[src/rtl/dec_skid_pkg.sv]
// Shared state type of the decode skid controller.
// Assumes the encoding is visible on the dec_state port.
package dec_skid_pkg;
    typedef enum logic [2:0] {
        ST_IDLE  = 3'd0,
        ST_RUN   = 3'd1,
        ST_BLK   = 3'd2,
        ST_UNBLK = 3'd3,
        ST_SQ    = 3'd4
    } dstate_e;
endpackage

[src/rtl/dec_stall_flags.sv]
// Sticky per-stage stall flags. Set by a block pulse, cleared by an unblock
// pulse (clear wins); registered, so a pulse acts from the next cycle.
module dec_stall_flags #(
    parameter int N = 3
) (
    input  logic         clk,
    input  logic         rst_n,
    input  logic [N-1:0] blk,
    input  logic [N-1:0] unb,
    output logic         stalled
);
    logic [N-1:0] flg;

    // Per-stage flag registers.
    for (genvar g = 0; g < N; g++) begin : g_flag
        always_ff @(posedge clk) begin
            if (!rst_n) flg[g] <= 1'b0;
            else        flg[g] <= (flg[g] | blk[g]) & ~unb[g];
        end

        p_unblock_clears_r5: assert property (@(posedge clk) disable iff (!rst_n)
            unb[g] |=> !flg[g]);
        p_block_sets_r5: assert property (@(posedge clk) disable iff (!rst_n)
            (blk[g] && !unb[g]) |=> flg[g]);
    end

    assign stalled = |flg;
endmodule

[src/rtl/dec_compact.sv]
// Packs the live (valid and not squashed) slots of a fetch group into the
// low positions, keeping slot order. Purely combinational.
module dec_compact #(
    parameter int W  = 4,
    parameter int SW = 8,
    localparam int NW = $clog2(W + 1)
) (
    input  logic [W-1:0]         in_vld,
    input  logic [W-1:0]         in_sq,
    input  logic [W-1:0][SW-1:0] in_seq,
    output logic [NW-1:0]        out_n,
    output logic [W-1:0][SW-1:0] out_seq
);
    // Walk the slots and place each live one at the next free position.
    always_comb begin
        int n;
        n = 0;
        out_seq = '0;
        for (int i = 0; i < W; i++) begin
            if (in_vld[i] && !in_sq[i]) begin
                out_seq[n] = in_seq[i];
                n = n + 1;
            end
        end
        out_n = NW'(n);
    end
endmodule

[src/rtl/dec_skid_buf.sv]
// Circular skid buffer with multi-entry push and pop in one cycle.
// Pop is applied before push; flush empties it. Assumes pop_n <= cnt.
module dec_skid_buf #(
    parameter int W     = 4,
    parameter int DEPTH = 8,
    parameter int SW    = 8,
    localparam int NW = $clog2(W + 1),
    localparam int CW = $clog2(DEPTH + 1),
    localparam int PW = (DEPTH > 1) ? $clog2(DEPTH) : 1
) (
    input  logic                 clk,
    input  logic                 rst_n,
    input  logic                 flush,
    input  logic [NW-1:0]        push_n,
    input  logic [W-1:0][SW-1:0] push_seq,
    input  logic [NW-1:0]        pop_n,
    output logic [CW-1:0]        cnt,
    output logic [W-1:0][SW-1:0] peek_seq
);
    logic [SW-1:0] mem [DEPTH];
    logic [PW-1:0] rd;
    logic [CW-1:0] cnt_nx;

    // Oldest W entries as seen from the read pointer.
    always_comb begin
        for (int i = 0; i < W; i++)
            peek_seq[i] = mem[PW'((int'(rd) + i) % DEPTH)];
    end

    // Next occupancy, capped at capacity (excess pushes dropped).
    always_comb begin
        int t;
        t = int'(cnt) - int'(pop_n) + int'(push_n);
        if (t > DEPTH) t = DEPTH;
        cnt_nx = CW'(t);
    end

    // Pointer and count registers.
    always_ff @(posedge clk) begin
        if (!rst_n || flush) begin
            rd  <= '0;
            cnt <= '0;
        end else begin
            rd  <= PW'((int'(rd) + int'(pop_n)) % DEPTH);
            cnt <= cnt_nx;
        end
    end

    // Storage writes behind the current tail.
    always_ff @(posedge clk) begin
        if (rst_n && !flush) begin
            for (int i = 0; i < W; i++) begin
                if (i < int'(push_n) && (int'(cnt) - int'(pop_n) + i) < DEPTH)
                    mem[PW'((int'(rd) + int'(cnt) + i) % DEPTH)] <= push_seq[i];
            end
        end
    end

    p_no_overflow_r3: assert property (@(posedge clk) disable iff (!rst_n)
        !flush |-> (int'(cnt) - int'(pop_n) + int'(push_n)) <= DEPTH);
    p_pop_bound_r7: assert property (@(posedge clk) disable iff (!rst_n)
        !flush |-> pop_n <= NW'(W) && int'(pop_n) <= int'(cnt));
endmodule

[src/rtl/dec_skid_stage.sv]
// Single-thread decode stage with skid buffer and block/unblock/squash
// control. Inputs are prioritised: commit squash, reorder-buffer squash,
// stall, then state progress. Outputs and fetch pulses are registered.
module dec_skid_stage
    import dec_skid_pkg::*;
#(
    parameter int W   = 4,
    parameter int FW  = 4,
    parameter int LAT = 1,
    parameter int SW  = 8
) (
    input  logic                 clk,
    input  logic                 rst_n,
    input  logic [W-1:0]         fe_vld,
    input  logic [W-1:0]         fe_sq,
    input  logic [W-1:0][SW-1:0] fe_seq,
    input  logic                 rn_blk,
    input  logic                 rn_unb,
    input  logic                 ex_blk,
    input  logic                 ex_unb,
    input  logic                 cm_blk,
    input  logic                 cm_unb,
    input  logic                 cm_squash,
    input  logic                 rob_squash,
    output logic [W-1:0]         rn_vld,
    output logic [W-1:0][SW-1:0] rn_seq,
    output logic                 fe_block,
    output logic                 fe_unblock,
    output logic [2:0]           dec_state
);
    localparam int DEPTH = LAT * FW + W;
    localparam int NW    = $clog2(W + 1);
    localparam int CW    = $clog2(DEPTH + 1);

    dstate_e st, nxt;
    logic stalled, flush, o_skid, blk_p, unb_p;
    logic [NW-1:0] lv_n, pop_n, push_n, o_n;
    logic [CW-1:0] sk_cnt;
    logic [W-1:0][SW-1:0] lv_seq, sk_seq;

    dec_stall_flags #(.N(3)) u_flags (
        .clk(clk), .rst_n(rst_n),
        .blk({cm_blk, ex_blk, rn_blk}),
        .unb({cm_unb, ex_unb, rn_unb}),
        .stalled(stalled)
    );

    dec_compact #(.W(W), .SW(SW)) u_pack (
        .in_vld(fe_vld), .in_sq(fe_sq), .in_seq(fe_seq),
        .out_n(lv_n), .out_seq(lv_seq)
    );

    dec_skid_buf #(.W(W), .DEPTH(DEPTH), .SW(SW)) u_skid (
        .clk(clk), .rst_n(rst_n), .flush(flush),
        .push_n(push_n), .push_seq(lv_seq), .pop_n(pop_n),
        .cnt(sk_cnt), .peek_seq(sk_seq)
    );

    // Prioritised next-state, buffer control and pulse decision.
    always_comb begin
        nxt = st; flush = 1'b0; o_skid = 1'b0; blk_p = 1'b0; unb_p = 1'b0;
        pop_n = '0; push_n = '0; o_n = '0;
        if (cm_squash) begin
            nxt   = ST_SQ;
            flush = 1'b1;
            unb_p = (st == ST_BLK) || (st == ST_UNBLK);
        end else if (rob_squash) begin
            nxt = ST_SQ;
        end else if (stalled) begin
            nxt    = ST_BLK;
            push_n = lv_n;
            blk_p  = (st != ST_BLK);
        end else if (st == ST_BLK || st == ST_UNBLK) begin
            pop_n  = (int'(sk_cnt) >= W) ? NW'(W) : NW'(sk_cnt);
            o_n    = pop_n;
            o_skid = 1'b1;
            push_n = lv_n;
            if (int'(sk_cnt) - int'(pop_n) + int'(lv_n) == 0) begin
                unb_p = 1'b1;
                nxt   = ST_RUN;
            end else begin
                nxt = ST_UNBLK;
            end
        end else begin
            o_n = lv_n;
            if (st == ST_SQ) nxt = ST_RUN;
        end
    end

    // State, rename outputs and fetch pulses.
    always_ff @(posedge clk) begin
        if (!rst_n) begin
            st         <= ST_IDLE;
            rn_vld     <= '0;
            rn_seq     <= '0;
            fe_block   <= 1'b0;
            fe_unblock <= 1'b0;
        end else begin
            st         <= nxt;
            fe_block   <= blk_p;
            fe_unblock <= unb_p;
            for (int i = 0; i < W; i++) begin
                rn_vld[i] <= (i < int'(o_n));
                rn_seq[i] <= (i < int'(o_n)) ? (o_skid ? sk_seq[i] : lv_seq[i]) : '0;
            end
        end
    end

    assign dec_state = st;

    p_pulses_exclusive_r8: assert property (@(posedge clk) disable iff (!rst_n)
        !(fe_block && fe_unblock));
    p_block_state_r6: assert property (@(posedge clk) disable iff (!rst_n)
        fe_block |-> dec_state == 3'd2);
    p_unblock_state_r8: assert property (@(posedge clk) disable iff (!rst_n)
        fe_unblock |-> (dec_state == 3'd1 || dec_state == 3'd4));
    p_blocked_quiet_r6: assert property (@(posedge clk) disable iff (!rst_n)
        dec_state == 3'd2 |-> rn_vld == '0);
    p_squash_r2: assert property (@(posedge clk) disable iff (!rst_n)
        cm_squash |=> (dec_state == 3'd4 && rn_vld == '0));
    p_rob_hold_r4: assert property (@(posedge clk) disable iff (!rst_n)
        (!cm_squash && rob_squash) |=> dec_state == 3'd4);
    p_packed_r10: assert property (@(posedge clk) disable iff (!rst_n)
        (rn_vld & (rn_vld + W'(1))) == '0);
endmodule

[config.mk]
export PLATFORM = sky130hd
export DESIGN_NAME = dec_skid_stage
export DESIGN_NICKNAME = d
export VERILOG_FILES = /design/src/rtl/dec_skid_pkg.sv /design/src/rtl/dec_stall_flags.sv /design/src/rtl/dec_compact.sv /design/src/rtl/dec_skid_buf.sv /design/src/rtl/dec_skid_stage.sv
export SDC_FILE = /design/constraint.sdc
export NUM_CORES = 1
export LEC_CHECK = 0
export CAP_MARGIN = 15
export CELL_PAD_IN_SITES_DETAIL_PLACEMENT = 1
export CELL_PAD_IN_SITES_GLOBAL_PLACEMENT = 2
export CORE_MARGIN = 1
export CORE_UTILIZATION = 37
export CTS_CLUSTER_DIAMETER = 40
export DETAILED_ROUTE_END_ITERATION = 12
export PLACE_DENSITY_LB_ADDON = 0.1
export SETUP_SLACK_MARGIN = 0.05
export SYNTH_ARGS = -nofsm -noshare
export SYNTH_HDL_FRONTEND = slang
export SYNTH_HIERARCHICAL = 1
export SYNTH_SLANG_ARGS = --single-unit
[constraint.sdc]
create_clock -name clk -period 5.26 [get_ports clk]
set_input_delay 1.052 -clock clk [delete_from_list [all_inputs] [get_ports clk]]
set_output_delay 1.052 -clock clk [all_outputs]
set_load 0.1 [all_outputs]
==> flow_metrics.py <==
metrics = {
    "floorplan": {
        "fp.dieW_um": 160,
        "die-height_um": 160,
        "row_count": 57,
        "start_util_pct": 37.9,
        "dieArea_um2": 25600,
        "core_um2": 24400,
        "io_pins": 91,
    },
    "outcome": {
        "status": "complete, no violations",
    },
    "critical_path": {
        "endpoint_kind": "flip-flop",
        "worstPathArrival_ps": 5010,
        "critPathMaxFanout": 8,
        "worstReg2RegStart": "u_flags/flg[1]$_SDFF_PN0_",
        "path_class": "in -> reg",
        "startpoint": "fe_vld[0]",
        "start_kind": "input port",
        "cp.required_ps": 5410,
    },
    "sta": {
        "slew_headroom_pct": 32.9,
        "worstMarginPinSlew_ps": 1000,
        "fin_ws_ps": 406,
        "rsz0062_at_grt": "no",
        "finalSetupViolCount": 0,
        "hold_viol_final": 0,
        "layout_worst_path_cycle_share_pct": 92.3,
        "finalSetupTns_ps": 0,
        "maxSlewViolCount": 0,
        "finClkSkew_ps": 10.1,
        "min_period_ps": 4850,
        "fmax_ghz": 0.206,
    },
    "placement": {
        "place.gp.congestion": 0.965,
        "portBuffers": 90,
        "dp.cells": 1364,
        "dp_hpwl_mm": 27.8,
        "pre_cts_ws_ps": -6.57,
    },
    "routing": {
        "route.detailed.drc": 0,
        "num_vias": 8710,
        "routed_wl_mm": 36.0,
        "drt_iter0_drc": 826,
        "drtPass1Iterations": 5,
        "ant_nets": 0,
        "post_drt_via_cell_ratio": 6.23,
        "wl_per_cell_um": 25.8,
    },
    "final_layout": {
        "drive_gt1_share_pct": 24.9,
        "areaGrowthSynthToFinish_pct": 21.4,
        "fillers": 2762,
        "fin_cells": 1397,
        "final_core_util_pct": 46.0,
        "nNetsFinal": 1132,
    },
    "clock_tree": {
        "worstSkewPairLatency_ps": 430,
        "post_cts_buffers": 0,
        "cts_buffers": 17,
        "clkTransAtPathRegs_ps": 60,
        "cts_resized": 0,
        "htree_num_levels": 4,
        "cts_tree": "done",
        "clockBufferDepth": 2,
        "hold_buffers": 0,
        "cts_root_buffer": "clkbuf_16",
        "cts_num_sinks": 115,
    },
    "logic_synthesis": {
        "synth_cell_types": 85,
        "syn-instance-count": 964,
        "yosys_warnings": 6,
        "synth_seq_cells": 115,
        "synth_mux_area_share_pct": 17.2,
        "async_flop_share_pct": 0,
        "syn_avg_cell_area_um2": 9.59,
        "yosysSeqAreaShare_pct": 31.8,
        "synth_compound_area_share_pct": 22.5,
        "synth_fp_nets": 1037,
        "synth_xor_area_share_pct": 1.79,
        "synthTopCellsByArea": "edfxtp_1, dfxtp_1, mux2_2, mux4_2, nand2_1",
        "synth_top_area_cell": "edfxtp_1",
        "yosysTopAreaCellShare_pct": 20.8,
        "netlist_top_cells_count": "nand2_1, mux2_2, nor2_1",
        "synth-edff-count": 64,
        "netlist_area_um2": 9240,
        "synthAdderAreaFrac_pct": 3.52,
        "synth-simple-area-share_pct": 18.5,
        "synthFlopType": "edfxtp_1",
        "synth_top_family_by_area": "compound AO/OA/AOI/OAI gates",
        "yosysMostFrequentCell": "nand2_1",
    },
    "global_routing": {
        "met2_usage_pct": 49.5,
        "grt_max_degree": 68,
        "use_met1_pct": 35.4,
        "grt_overflow": 0,
        "grtUsageMet3_pct": 3.30,
        "grt_pass1_wl_mm": 55.5,
        "antenna_found_initial": 0,
        "track_usage_pct": 28.8,
        "grt_pass1_vias": 9132,
        "top_usage_layer": "met2",
    },
    "pwr": {
        "swShare_pct": 27.1,
        "p_seq_share_pct": 38.4,
        "intPower_uw": 1840,
        "p_leak_uw": 0.00396,
        "p_comb_share_pct": 14.6,
        "vdd_drop_max_uv": 216,
        "power.share.clock_pct": 47.0,
        "power_density_nw_per_um2": 225,
        "fin_total_pwr_uw": 2520,
        "switchingPower_uw": 683,
    },
    "run": {
        "max_cap_violations": 0,
    },
    "min_path": {
        "hold_class": "reg -> reg",
        "worstHoldStart": "u_flags/flg[2]$_SDFF_PN0_",
    },
}
[critical path, cell delays in order]
cell and delay, ps:
clkdlybuf4s50_1 500, nor2b_1 210, inv_2 60, ha_1 430, buf_4 190, o211ai_1 90
o21ai_1 90, o21a_1 240, inv_1 140, nor2_1 390, or2_2 230, nand3_1 150
nor3b_2 410, nand2_1 330, a221oi_1 400, a211oi_1 100
[cell type report]
class                      count  area (um2)  share of cell area, %
multi-input combinational    755        5870                   52.3
sequential                   115        2940                   26.2
timing repair buffer         142        1290                   11.5
clock inverter                12         118                   1.05
tap                          324         405                   3.61
antenna                        1        2.50                 0.0223
inverter                      28         105                  0.937
clock buffer                  20         479                   4.27
[sequential cells by signal, indices dropped and copies added, names as in the netlist]
register	count
u_skid/mem	64
rn_seq	32
rn_vld	4
u_skid/cnt	4
dec_state	3
u_flags/flg	3
u_skid/rd	3
fe_block	1
fe_unblock	1
[kinds of logic after synthesis]
group,after synthesis
other cells,1
simple gates,329
mux,107
fa+ha+maj,23
xor+xnor,15
buf+inv,94
flops,115
compound gates,280
[power by group through the flow]
stage / clock network, uW / logic, uW / registers, uW
after floorplan: 0 / 208 / 1010
after global placement: 0 / 361 / 988
after detailed placement: 0 / 365 / 988
after CTS: 1210 / 367 / 969
after global routing: 1240 / 395 / 969
final: 1190 / 369 / 969
[placed cells by master (no fill, tap or decap), types with 26 or more instances in the layout]
master and count:
a21oi_1 44, a221oi_1 29, buf_4 52, clkdlybuf4s50_1 90, dfxtp_1 50, edfxtp_1 64
mux2_2 65, mux4_2 32, nand2_1 120, nor2_1 65, o21ai_0 26, o22ai_1 32
[stage by stage]
step | hold WS (ps) | cell area (um2)
after detailed placement | 478 | 10600
after global placement | 468 | 10600
after CTS | 487 | 11200
after global routing | 532 | 11200
after floorplan | 454 | 9240
final | 484 | 11200
[routing by layer]
metal / wire [um] / up-vias / part of all wire [%]
li1: - / 3942 / -
met1: 15000 / 4356 / 42
met2: 17700 / 325 / 49
met3: 1760 / 87 / 4.9
met4: 1540 / 0 / 4.3
met5: 0 / - / 0
[final timing paths]
check,end,slack (ps),depth (start not counted)
worst max register to register,u_skid/mem[7][0]$_DFFE_PP_,880,14
worst max-delay path,u_skid/mem[4][3]$_DFFE_PP_,410,16
worst min register to register,u_flags/flg[2]$_SDFF_PN0_,480,2
worst min-delay path,u_flags/flg[2]$_SDFF_PN0_,480,2
Note: power is estimated with default switching activity, not from simulation.
